===== src/rtl/idxcpu_pkg.sv =====
package idxcpu_pkg;

  typedef enum logic [3:0] {
    OP_LDA  = 4'h0,
    OP_STO  = 4'h1,
    OP_ADD  = 4'h2,
    OP_SUB  = 4'h3,
    OP_JMP  = 4'h4,
    OP_JGE  = 4'h5,
    OP_JNE  = 4'h6,
    OP_STP  = 4'h7,
    OP_LDX  = 4'h8,
    OP_LDAX = 4'h9,
    OP_STAX = 4'hA,
    OP_INX  = 4'hB,
    OP_DEX  = 4'hC
  } opcode_e;

  typedef enum logic [1:0] {ADDR_PC, ADDR_S, ADDR_SX} addrSel_e;
  typedef enum logic [1:0] {ACC_MEM, ACC_ADD, ACC_SUB} accSel_e;
  typedef enum logic [1:0] {ST_FETCH, ST_EXEC, ST_HALT} cpuState_e;

  typedef struct packed {
    logic     irLoad;
    logic     pcInc;
    logic     pcLoad;
    logic     accLoad;
    accSel_e  accSel;
    logic     xLoad;
    logic     xInc;
    logic     xDec;
    addrSel_e addrSel;
    logic     memRd;
    logic     memWr;
  } ctrlStrobes_t;

endpackage


===== src/rtl/idxcpu_ctrl.sv =====
module idxcpu_ctrl
  import idxcpu_pkg::*;
(
  input  logic         clk,
  input  logic         rst,
  input  logic [3:0]   opcode,
  input  logic         accNeg,
  input  logic         accZero,
  output ctrlStrobes_t ctl,
  output logic         halted
);

  cpuState_e state, stateNext;

  always_comb begin
    ctl       = '0;
    stateNext = state;
    case (state)
      ST_FETCH: begin
        ctl.irLoad  = 1'b1;
        ctl.pcInc   = 1'b1;
        ctl.addrSel = ADDR_PC;
        ctl.memRd   = 1'b1;
        stateNext   = ST_EXEC;
      end
      ST_EXEC: begin
        stateNext = (opcode == OP_STP) ? ST_HALT : ST_FETCH;
        case (opcode)
          OP_LDA:  begin ctl.addrSel = ADDR_S;  ctl.memRd = 1'b1; ctl.accLoad = 1'b1; ctl.accSel = ACC_MEM; end
          OP_STO:  begin ctl.addrSel = ADDR_S;  ctl.memWr = 1'b1; end
          OP_ADD:  begin ctl.addrSel = ADDR_S;  ctl.memRd = 1'b1; ctl.accLoad = 1'b1; ctl.accSel = ACC_ADD; end
          OP_SUB:  begin ctl.addrSel = ADDR_S;  ctl.memRd = 1'b1; ctl.accLoad = 1'b1; ctl.accSel = ACC_SUB; end
          OP_JMP:  ctl.pcLoad = 1'b1;
          OP_JGE:  ctl.pcLoad = !accNeg;
          OP_JNE:  ctl.pcLoad = !accZero;
          OP_LDX:  begin ctl.addrSel = ADDR_S;  ctl.memRd = 1'b1; ctl.xLoad = 1'b1; end
          OP_LDAX: begin ctl.addrSel = ADDR_SX; ctl.memRd = 1'b1; ctl.accLoad = 1'b1; ctl.accSel = ACC_MEM; end
          OP_STAX: begin ctl.addrSel = ADDR_SX; ctl.memWr = 1'b1; end
          OP_INX:  ctl.xInc = 1'b1;
          OP_DEX:  ctl.xDec = 1'b1;
          default: ;
        endcase
      end
      default: ;
    endcase
  end

  always_ff @(posedge clk) begin
    if (rst) state <= ST_FETCH;
    else     state <= stateNext;
  end

  assign halted = (state == ST_HALT);

  // halt is sticky until reset
  p_halt_sticky_r5: assert property (@(posedge clk) disable iff (rst)
    halted |=> halted);

  // no memory traffic while halted
  p_halt_quiet_r5: assert property (@(posedge clk) disable iff (rst)
    halted |-> (!ctl.memRd && !ctl.memWr));

  // a fetch is never followed by another fetch
  p_exec_follows_fetch_r2: assert property (@(posedge clk) disable iff (rst)
    ctl.irLoad |=> !ctl.irLoad);

endmodule


===== src/rtl/idxcpu_dpath.sv =====
module idxcpu_dpath
  import idxcpu_pkg::*;
#(
  parameter int ADDR_W = 12,
  parameter int DATA_W = 16
) (
  input  logic                       clk,
  input  logic                       rst,
  input  ctrlStrobes_t               ctl,
  input  logic [DATA_W-1:0]          memRdata,
  output logic [ADDR_W-1:0]          memAddr,
  output logic [DATA_W-1:0]          memWdata,
  output logic [DATA_W-ADDR_W-1:0]   opcode,
  output logic                       accNeg,
  output logic                       accZero
);

  localparam logic [ADDR_W-1:0] ADDR_ONE = {{(ADDR_W-1){1'b0}}, 1'b1};

  logic [ADDR_W-1:0] pc, x, sField;
  logic [DATA_W-1:0] acc, ir;

  assign sField = ir[ADDR_W-1:0];
  assign opcode = ir[DATA_W-1:ADDR_W];

  always_comb begin
    case (ctl.addrSel)
      ADDR_S:  memAddr = sField;
      ADDR_SX: memAddr = sField + x;
      default: memAddr = pc;
    endcase
  end

  assign memWdata = acc;
  assign accNeg   = acc[DATA_W-1];
  assign accZero  = (acc == '0);

  always_ff @(posedge clk) begin
    if (rst) begin
      pc  <= '0;
      acc <= '0;
      x   <= '0;
      ir  <= '0;
    end else begin
      if (ctl.irLoad) ir <= memRdata;
      if (ctl.pcInc)       pc <= pc + ADDR_ONE;
      else if (ctl.pcLoad) pc <= sField;
      if (ctl.accLoad) begin
        case (ctl.accSel)
          ACC_ADD: acc <= acc + memRdata;
          ACC_SUB: acc <= acc - memRdata;
          default: acc <= memRdata;
        endcase
      end
      if (ctl.xLoad)     x <= memRdata[ADDR_W-1:0];
      else if (ctl.xInc) x <= x + ADDR_ONE;
      else if (ctl.xDec) x <= x - ADDR_ONE;
    end
  end

  // reset leaves all architectural registers at zero
  p_reset_clear_r1: assert property (@(posedge clk)
    $past(rst) |-> (pc == '0 && acc == '0 && x == '0));

  // fetch advances the program counter by one
  p_pc_step_r2: assert property (@(posedge clk) disable iff (rst)
    ctl.irLoad |=> pc == $past(pc) + ADDR_ONE);

  // index load keeps the low address bits of the read word
  p_xload_r6: assert property (@(posedge clk) disable iff (rst)
    ctl.xLoad |=> x == $past(memRdata[ADDR_W-1:0]));

  // increment and decrement wrap in the address width
  p_xinc_r8: assert property (@(posedge clk) disable iff (rst)
    ctl.xInc |=> x == $past(x) + ADDR_ONE);
  p_xdec_r8: assert property (@(posedge clk) disable iff (rst)
    ctl.xDec |=> x == $past(x) - ADDR_ONE);

endmodule


===== src/rtl/idx_acc_cpu.sv =====
module idx_acc_cpu
  import idxcpu_pkg::*;
#(
  parameter int ADDR_W = 12,
  parameter int DATA_W = 16
) (
  input  logic              clk,
  input  logic              rst,
  output logic [ADDR_W-1:0] memAddr,
  output logic [DATA_W-1:0] memWdata,
  input  logic [DATA_W-1:0] memRdata,
  output logic              memRd,
  output logic              memWr,
  output logic              halted
);

  localparam int OP_W = DATA_W - ADDR_W;

  ctrlStrobes_t      ctl;
  logic [OP_W-1:0]   opcode;
  logic              accNeg, accZero;

  idxcpu_ctrl u_ctrl (
    .clk     (clk),
    .rst     (rst),
    .opcode  (opcode),
    .accNeg  (accNeg),
    .accZero (accZero),
    .ctl     (ctl),
    .halted  (halted)
  );

  idxcpu_dpath #(.ADDR_W(ADDR_W), .DATA_W(DATA_W)) u_dpath (
    .clk      (clk),
    .rst      (rst),
    .ctl      (ctl),
    .memRdata (memRdata),
    .memAddr  (memAddr),
    .memWdata (memWdata),
    .opcode   (opcode),
    .accNeg   (accNeg),
    .accZero  (accZero)
  );

  assign memRd = ctl.memRd;
  assign memWr = ctl.memWr;

  // read and write strobes are exclusive
  p_one_strobe_r10: assert property (@(posedge clk) disable iff (rst)
    !(memRd && memWr));

endmodule


===== config.mk =====
export PLATFORM = sky130hd
export DESIGN_NAME = idx_acc_cpu
export DESIGN_NICKNAME = d
export VERILOG_FILES = /design/src/rtl/idxcpu_pkg.sv /design/src/rtl/idxcpu_ctrl.sv /design/src/rtl/idxcpu_dpath.sv /design/src/rtl/idx_acc_cpu.sv
export SDC_FILE = /design/constraint.sdc
export NUM_CORES = 1
export LEC_CHECK = 0
export BUFFER_PORTS_ARGS = -buffer_cell sky130_fd_sc_hd__buf_2
export CAP_MARGIN = 15
export CORE_UTILIZATION = 50
export CTS_CLUSTER_SIZE = 16
export DETAILED_ROUTE_END_ITERATION = 8
export MAX_ROUTING_LAYER = met4
export PLACE_DENSITY = 0.65
export SLEW_MARGIN = 20
export SYNTH_ARGS = -nofsm -noshare
export SYNTH_HDL_FRONTEND = slang
export SYNTH_SLANG_ARGS = --single-unit

===== constraint.sdc =====
create_clock -name clk -period 5.7 [get_ports clk]
set_clock_uncertainty 0.05 [all_clocks]
set_input_delay 1.425 -clock clk [delete_from_list [all_inputs] [get_ports clk]]
set_output_delay 1.425 -clock clk [all_outputs]
set_load 0.03 [all_outputs]

# Yosys cells after proc, flatten, opt, wreduce, memory -nomap -nowiden
# Index checks and enable logic that the tools add are counted.
[classes] n_addsub=6 eq_ne=18 mux=21 n_reduce_logical=13
[ops] cell="2-to-1 mux 12 bit" n=5
[ops] cell="one-hot mux 16 bit (2 select lines)" n=1
[ops] cell="adder 12 x 1 -> 12 bit (second input constant)" n=2
[ops] cell="one-hot mux 12 bit (2 select lines)" n=1
[ops] cell="equality test 4 bit (second input constant)" n=5
[ops] cell="adder 16 bit" n=1
[ops] cell="equality test 4 x 3 -> 1 bit (second input constant)" n=4
[ops] cell="logical NOT 16 bit" n=1
[ops] cell="subtractor 16 bit" n=1
[ops] cell="adder 12 bit" n=1
[ops] cell="subtractor 12 x 1 -> 12 bit (second input constant)" n=1
[ops] cell="OR reduction 5 bit" n=2
[ops] cell="one-hot mux 3 bit (3 select lines)" n=1
[ops] cell="equality test 4 x 2 -> 1 bit (second input constant)" n=2
[ops] cell="one-hot mux 2 bit (2 select lines)" n=2
[ops] cell="2-to-1 mux 7 bit" n=1
[ops] cell="equality test 2 x 1 -> 1 bit (second input constant)" n=3
[ops] cell="equality test 2 bit (second input constant)" n=3
[ops] cell="2-to-1 mux 1 bit" n=6
[ops] cell="one-hot mux 3 bit (2 select lines)" n=1
[ops] cell="OR reduction 2 bit" n=3
[ops] cell="equality test 4 x 1 -> 1 bit (second input constant)" n=1
[ops] cell="logical NOT 4 bit" n=1
[ops] cell="2-to-1 mux 2 bit" n=2
[ops] cell="other kinds (5)" n=7
[word_totals] register_bits=58 inputBits=18 output_inout_bits=31

# Logic depth before layout (Yosys ltp)
# Gate-level depths: netlist of the first run.
[depth] ltp_word=7 ltp_mapped=17

# Modules after synthesis
# A second synthesis of the first run with hierarchy kept.
[unflattened] cells_unflattened=648 area_unflattened_um2=5021.1
[by_module_without_submodules] module="idxcpu_dpath" instances=1 cells_per_inst=609 area_per_inst_um2=4730.8 seq_area_each_um2=1121.1
[by_module_without_submodules] module="idxcpu_ctrl" instances=1 cells_per_inst=39 area_per_inst_um2=290.3 seq_area_each_um2=40.0

# Least setup slack after synthesis of the first run
# No wires, ideal clock.
[synth_path] path_type="flip-flop to output port" start="register u_ctrl.state[0]" end="output port memAddr[8]" arrival_ns=2.809 slack_ns=1.416 path_stages_with_launch=14 path_cell_list="dfxtp_1 clkbuf_1 nor3b_2 nand2_1 nor3_2 buf_2 or2_2 ha_1 clkbuf_1 nand2b_1 clkbuf_1 nor3_1 a221oi_1 nand3_1"
[synth_via] elab_chain_len=4 elab_cells_between_ends=6
[synth_rtl] item="from (decl)" line="idxcpu_ctrl.sv:13" rtl="cpuState_e state, stateNext;"
[synth_rtl] item="from (signal assigned)" line="idxcpu_ctrl.sv:50" rtl="else state <= stateNext;"
[synth_rtl] item="equality test 2 x 1 -> 1 bit / logical NOT 2 bit (equally long branches)" line="idxcpu_ctrl.sv:18" rtl="case (state)"
[synth_rtl] item="one-hot mux 3 bit (2 select lines) (*)" line="idxcpu_ctrl.sv:18"
[synth_rtl] item="equality test 2 bit / equality test 2 x 1 -> 1 bit (equally long branches)" line="idxcpu_dpath.sv:27" rtl="case (ctl.addrSel)"
[synth_rtl] item="one-hot mux 12 bit (2 select lines) (*)" line="idxcpu_dpath.sv:27"
[synth_rtl] item="to (decl)" line="idx_acc_cpu.sv:9" rtl="output logic [ADDR_W-1:0] memAddr,"
# Every way passes the cells marked *; elsewhere a longest branch is shown, timed or not.

# Final worst setup path of the first run
[layout_path] start="register u_ctrl.state[0]" end="output port memAddr[11]"
# The elaborated chain is that of the path after synthesis.

==> results.toml, run 1 <==
[run_status]
outcome = "completed"

[die]
num_io_pins = 49
chipHeight_um = 102
fp.dieW_um = 102
placement_rows = 36
start_util_pct = 51.4
core_area_um2 = 9770
dieArea_um2 = 10500

[power_and_ir_drop]
p_leak_uw = 0.00239
ir_worst_vdd_uv = 128
seq_power_share_pct = 36.6
p_clk_share_pct = 35.0
p_int_uw = 818
final_power_uw = 1270
p_sw_uw = 449
netSwitchingFraction_pct = 35.4
share_comb_of_total_power_pct = 28.4
cellPowerDensity_nw_per_um2 = 230

[flow_run]
max_cap_violations = 0

[logic_synthesis]
synth.ff_latch_count = 58
postSynthAreaPerCell_um2 = 7.43
count_of_warnings_emitted_by_yosys = 0
ys_types = 68
ys_async_sr_fraction_pct = 0
synth-seq-area-share_pct = 23.1
ys_dominant_reg_cell = "sky130_fd_sc_hd__dfxtp_1"
synth.net_count = 738
synthesis.instances = 676
number_of_synthesized_flops_with_an_enable_pin = 0
syn_std_cell_area_um2 = 5020

[timing]
final_min_period_over_clock_period_pct = 90.0
hold_viol_final = 0
timing.fmax_ghz = 0.195
setup_violations_final = 0
tightestPinTransition_ns = 0.898
number_of_pins_with_negative_max_slew_slack_in_the_final_report = 0
fin_setup_tns_ns = 0
layout_setup_ws_ns = 0.571
unrepaired_setup_endpoints_after_global_routing = "no"
headroom_to_the_max_slew_limit_pct = 40.1
final.min_clock_period_ns = 5.13

[routing]
detailroute.via_count = 5122
antenna_left = 0
dr.pass1.iters = 4
drt_drc_violations_left = 0
totalWireLength_mm = 15.2
route.detailed.wl_per_inst_um = 18.2
routed_via_density = 6.13
dr.first_iter.drc_count = 243

[global_route]
first_global_vias = 4652
grt_pass1_wl_mm = 23.9
grt_antenna_before_repair = 0
grt_overflow_total = 0
pin_count_of_the_biggest_net_entering_global_routing = 57
track_usage_pct = 31.0

[clock_network]
cts_buffer_depth = 2
source_to_sink_clock_delay_at_the_later_pin_of_the_worst_skew_pair_ns = 0.36
clk_pin_slew_worst_paths_ns = 0.07
clock_tree_from_tritoncts = "built"
root_buffer = "sky130_fd_sc_hd__clkbuf_8"
h-tree-depth = 3
cts.hold.buffers_added = 0
number_of_clock_buffers_inserted_by_tritoncts = 9
numClockSinks = 58
post_cts_buffers = 0
ctsResizeCount = 0

[setup_path]
cp_slowest_stage_delay_ns = 0.55
worst_r2r_path_depth = 12
timing.critical_path.required_ns = 4.22
path_cells = "nor3b_2 > nand2_1 > nor3_2 > buf_4 > or2_2 > ha_1 > nand2b_1 > nor2b_1 > a221o_1 > a211o_1 > buf_2"
worst_setup_path_start_kind = "flop"
cp-end-kind = "output pin"
worst-path-max-fanout = 25
worst_ep_arrival_time_ns = 3.65
setup.worst_path.class = "reg2out"
cp_slowest_cell = "sky130_fd_sc_hd__ha_1"

[finish]
area_growth_syn_to_layout_pct = 9.54
fin_nets = 759
antenna_cells = 0
share_of_layout_cells_above_drive_strength_1_pct = 11.1
final_cell_count_without_fillers = 835

[placed_design]
gp_routability_congestion = 0.896
detailedPlace.worstSlack_ns = 0.962
place.port_buffers = 48
dp.final_hpwl_mm = 11.0
post_placement_cell_count = 819

[worst_hold_path]
hp-class = "reg2reg"
min_path_cells = 2
state kept, by name, indices dropped and copies added, names as in the netlist:
register and flops:
u_ctrl.state 2, u_dpath.x 12, u_dpath.memWdata 16, u_dpath.pc 12, u_dpath.ir 16
cell type report:
class / instances / area, um^2
Fill cell: 983 / 4270
Multi-Input combinational cell: 551 / 3600
Inverter: 26 / 97.6
Tap cell: 133 / 166
Timing Repair Buffer: 51 / 263
Clock inverter: 5 / 77.6
Sequential cell: 58 / 1160
Clock buffer: 11 / 141
through the flow:
stage	area, um^2	utilization, %	hold WS [ns]
after floorplan	5020	-	0.407
after global placement	5290	54.1	0.424
after detailed placement	5290	54.1	0.439
after CTS	5500	56.3	0.451
after global routing	5500	56.3	0.478
final	5500	56.3	0.442
layout by cell type, fill, tap and decap left out, drive strengths merged, types with 11 or more instances in the layout:
cell / netlist / routed
a31oi: 13 / 13
nand3: 18 / 18
a21oi: 78 / 78
ha: 41 / 41
a21o: 16 / 16
nand2: 92 / 92
nor2: 48 / 48
inv: 26 / 26
xnor2: 30 / 30
dfxtp: 58 / 58
nor3: 18 / 18
a22oi: 13 / 13
buf: 6 / 51
clkbuf: 35 / 11
o21ai: 31 / 31
final timing paths:
| kind | end | slack, ns | from |
|---|---|---|---|
| worst min-delay path | u_dpath.memWdata[0] | 0.44 | u_dpath.memWdata[0] |
| worst min register to register | u_dpath.memWdata[0] | 0.44 | u_dpath.memWdata[0] |
| worst max register to register | u_dpath.memWdata[11] | 1.84 | u_dpath.ir[12] |
| worst max-delay path | memAddr[11] | 0.57 | u_ctrl.state[0] |
per-layer routing:
| layer | share of wire, % | GRT usage (%) | vias up |
|---|---|---|---|
| met2 | 48 | 51.0 | 151 |
| met1 | 45 | 37.7 | 2410 |
| met5 | 0 | - | - |
| met4 | 2.6 | 12.7 | 0 |
| li1 | - | - | 2531 |
| met3 | 4.6 | 4.92 | 30 |
synth_stat cells, types with 8 or more instances:
cell type,instances,area share (%)
sky130_fd_sc_hd__nand2_1,92,6.9
sky130_fd_sc_hd__a21oi_1,78,7.8
sky130_fd_sc_hd__dfxtp_1,58,23
sky130_fd_sc_hd__nor2_1,48,3.6
sky130_fd_sc_hd__ha_1,41,10
sky130_fd_sc_hd__clkbuf_1,35,2.6
sky130_fd_sc_hd__xnor2_1,30,5.2
sky130_fd_sc_hd__o21ai_0,27,2.7
sky130_fd_sc_hd__inv_1,26,1.9
sky130_fd_sc_hd__nand3_1,18,1.8
sky130_fd_sc_hd__a21o_1,16,2.4
sky130_fd_sc_hd__nor3_1,16,1.6
sky130_fd_sc_hd__a22oi_1,13,1.9
sky130_fd_sc_hd__a31oi_1,13,1.6
sky130_fd_sc_hd__a211oi_1,9,1.3
sky130_fd_sc_hd__nand4_1,8,1.0
sky130_fd_sc_hd__nor3b_1,8,1.2
worst max-delay path: cells and delay by family, from the launching register on:
family	cells	cell delay (ns)
fa+ha+maj	1	0.55
buf+inv	2	0.40
simple gates	6	1.32
flops	1	0.46
compound gates	2	0.55
logic make-up (layout without fill, tap and decap cells):
logic type / Yosys count / after routing / share of synthesized area [%]
AND/OR/NAND/NOR: 241 / 241 / 23.5
flip-flops: 58 / 58 / 23.1
AO/OA/AOI/OAI: 222 / 222 / 28.8
multiplexers: 8 / 8 / 1.62
XOR/XNOR: 36 / 36 / 6.27
adder cells (fa/ha/maj): 44 / 44 / 11.4
buffers and inverters: 67 / 93 / 5.30
power by group through the flow:
stage | logic (uW) | registers, uW | clock network (uW)
finish | 360 | 464 | 443
global route | 394 | 468 | 467
CTS | 356 | 463 | 449
detailed placement | 354 | 473 | 0
global placement | 349 | 472 | 0
floorplan | 256 | 476 | 0
(Power assumes the default switching activity.)
==> run 2, diff against run 1 <==
- BUFFER_PORTS_ARGS: -buffer_cell sky130_fd_sc_hd__buf_2 -> -buffer_cell sky130_fd_sc_hd__buf_4
==> run 2 against run 1 <==
Net effect:
- global-route usage grew 0.14 points
- cell area grew 2.0%
- first-iteration DRC count grew 34%
- routed wire length shrank 0.78%
- die area is the same
- combinational power grew 3%
- largest cell class unchanged
- largest power group unchanged
- highest routed layer unchanged
==> results.toml, run 2 (synthesis gave the netlist of run 1 again) <==
[timing]
fin_worst_hold_slack_ns = 0.444
unrepaired_setup_endpoints_after_global_routing = "no"
timing.fmax_ghz = 0.195
setup_violations_final = 0
tightestPinTransition_ns = 0.966
fin_setup_tns_ns = 0
headroom_to_the_max_slew_limit_pct = 35.6
hold_viol_final = 0
number_of_pins_with_negative_max_slew_slack_in_the_final_report = 0
final.min_clock_period_ns = 5.12
final_min_period_over_clock_period_pct = 89.9

[power_and_ir_drop]
cellPowerDensity_nw_per_um2 = 226
ir_worst_vdd_uv = 114
netSwitchingFraction_pct = 35.4
p_clk_share_pct = 34.0
seq_power_share_pct = 36.7
p_int_uw = 819
p_sw_uw = 449
share_comb_of_total_power_pct = 29.3
p_leak_uw = 0.00240

[routing]
routed_via_density = 6.12
dr.pass1.iters = 5
drt_drc_violations_left = 0
totalWireLength_mm = 15.0
route.detailed.wl_per_inst_um = 18.0
dr.first_iter.drc_count = 325
antenna_left = 0
detailroute.via_count = 5107

[finish]
fin_area_um2 = 5620
antenna_cells = 0
layout_commonest_cell = "sky130_fd_sc_hd__nand2_1"
fillerInstances = 965
layout.cells.most_common_list = "sky130_fd_sc_hd__nand2_1 (92), sky130_fd_sc_hd__a21oi_1 (78), sky130_fd_sc_hd__dfxtp_1 (58)"
fin_nets = 758
share_of_layout_cells_above_drive_strength_1_pct = 11.1
area_growth_syn_to_layout_pct = 11.8
fin_util_pct = 57.5
final_cell_count_without_fillers = 834

[clock_network]
h-tree-depth = 3
clock_tree_from_tritoncts = "built"
cts_buffer_depth = 2
cts.hold.buffers_added = 0
source_to_sink_clock_delay_at_the_later_pin_of_the_worst_skew_pair_ns = 0.34
ctsResizeCount = 0
root_buffer = "sky130_fd_sc_hd__clkbuf_8"
number_of_clock_buffers_inserted_by_tritoncts = 9
post_cts_buffers = 0
numClockSinks = 58
clk_pin_slew_worst_paths_ns = 0.08

[setup_path]
setup.worst_path.class = "reg2out"
cp_slowest_cell = "sky130_fd_sc_hd__ha_1"
path_cells = "nor3b_2 > nand2_1 > nor3_2 > buf_4 > or2_2 > ha_1 > nand2b_1 > nor2b_1 > a221o_1 > a211o_1 > buf_4"
critical-path-top-delay-family = "simple AND/OR/NAND/NOR gates"
timing.critical_path.required_ns = 4.22
worst_r2r_endpoint = "u_dpath.memWdata[11]"
critical-path-top-cell-by-count = "sky130_fd_sc_hd__buf_4"
worst_r2r_path_depth = 12
worst-path-max-fanout = 25
r2r_start = "u_dpath.ir[12]"
cp-end-kind = "output pin"
setup.reg_to_reg.worst_slack_ns = 1.88
worst_ep_arrival_time_ns = 3.65
crit_path_buffers_inverters = 2
cp_slowest_stage_delay_ns = 0.57
worst_setup_path_start_kind = "flop"

[run_status]
outcome = "completed"

[worst_hold_path]
min_path_cells = 2
hp-class = "reg2reg"
hold_start = "u_dpath.x[2]"
hold-path-endpoint = "u_dpath.x[2]"

[die]
placement_rows = 36
dieArea_um2 = 10500
fp.dieW_um = 102
start_util_pct = 51.4
num_io_pins = 49
core_area_um2 = 9770
chipHeight_um = 102

[global_route]
grt_overflow_total = 0
grt_antenna_before_repair = 0
first_global_vias = 4842
grt_pass1_wl_mm = 24.3
pin_count_of_the_biggest_net_entering_global_routing = 57
track_usage_pct = 31.1

[placed_design]
post_placement_cell_count = 818
place.port_buffers = 48
gp_routability_congestion = 0.911
placement.cell_area_um2 = 5400
dp.final_hpwl_mm = 11.2

[flow_run]
max_cap_violations = 0
run 2: area by class of cell:
type / instances / area [um^2] / area share, %
timing repair buffer: 50 / 375 / 6.68
inverter: 26 / 97.6 / 1.74
clock inverter: 7 / 93.8 / 1.67
clock buffer: 9 / 124 / 2.21
sequential: 58 / 1160 / 20.7
tap: 133 / 166 / 2.96
multi-input combinational: 551 / 3600 / 64.1
run 2: worst max-delay path by stage:
stage,to,cells after the start,startpoint
detailed placement,memAddr[11],11,u_ctrl.state[1]
global placement,memAddr[11],11,u_ctrl.state[1]
finish,memAddr[11],11,u_ctrl.state[0]
CTS,memAddr[11],11,u_ctrl.state[1]
floorplan,memAddr[8],13,u_ctrl.state[0]
global route,memAddr[11],11,u_ctrl.state[0]
run 2: through the flow:
step / power [uW] / setup slack [ns]
2_1_floorplan: 732 / 1.42
3_3_place_gp: 834 / 1.11
3_5_place_dp: 840 / 0.989
4_1_cts: 1270 / 0.601
5_1_grt: 1340 / 0.275
6_report: 1270 / 0.578
run 2: worst reg2reg max path, delay by kind of cell (launching register included):
kind / cells / cell delay, ns
AND/OR/NAND/NOR: 3 / 0.50
flip-flops: 1 / 0.50
multiplexers: 1 / 0.44
XOR/XNOR: 1 / 0.15
buffers and inverters: 1 / 0.07
adder cells (fa/ha/maj): 2 / 0.77
AO/OA/AOI/OAI: 4 / 1.24
run 2: layer usage:
layer,share of wire [%],global-route usage [%]
met5,0,-
met4,3.2,13.0
met3,4.7,4.38
met2,48,49.5
met1,44,39.5
run 2: power groups by stage:
stage	Sequential [uW]	Clock [uW]	Combinational, uW
after floorplan	476	0	256
after global placement	473	0	362
after detailed placement	473	0	366
after CTS	464	433	368
after global routing	468	460	410
final	465	432	371
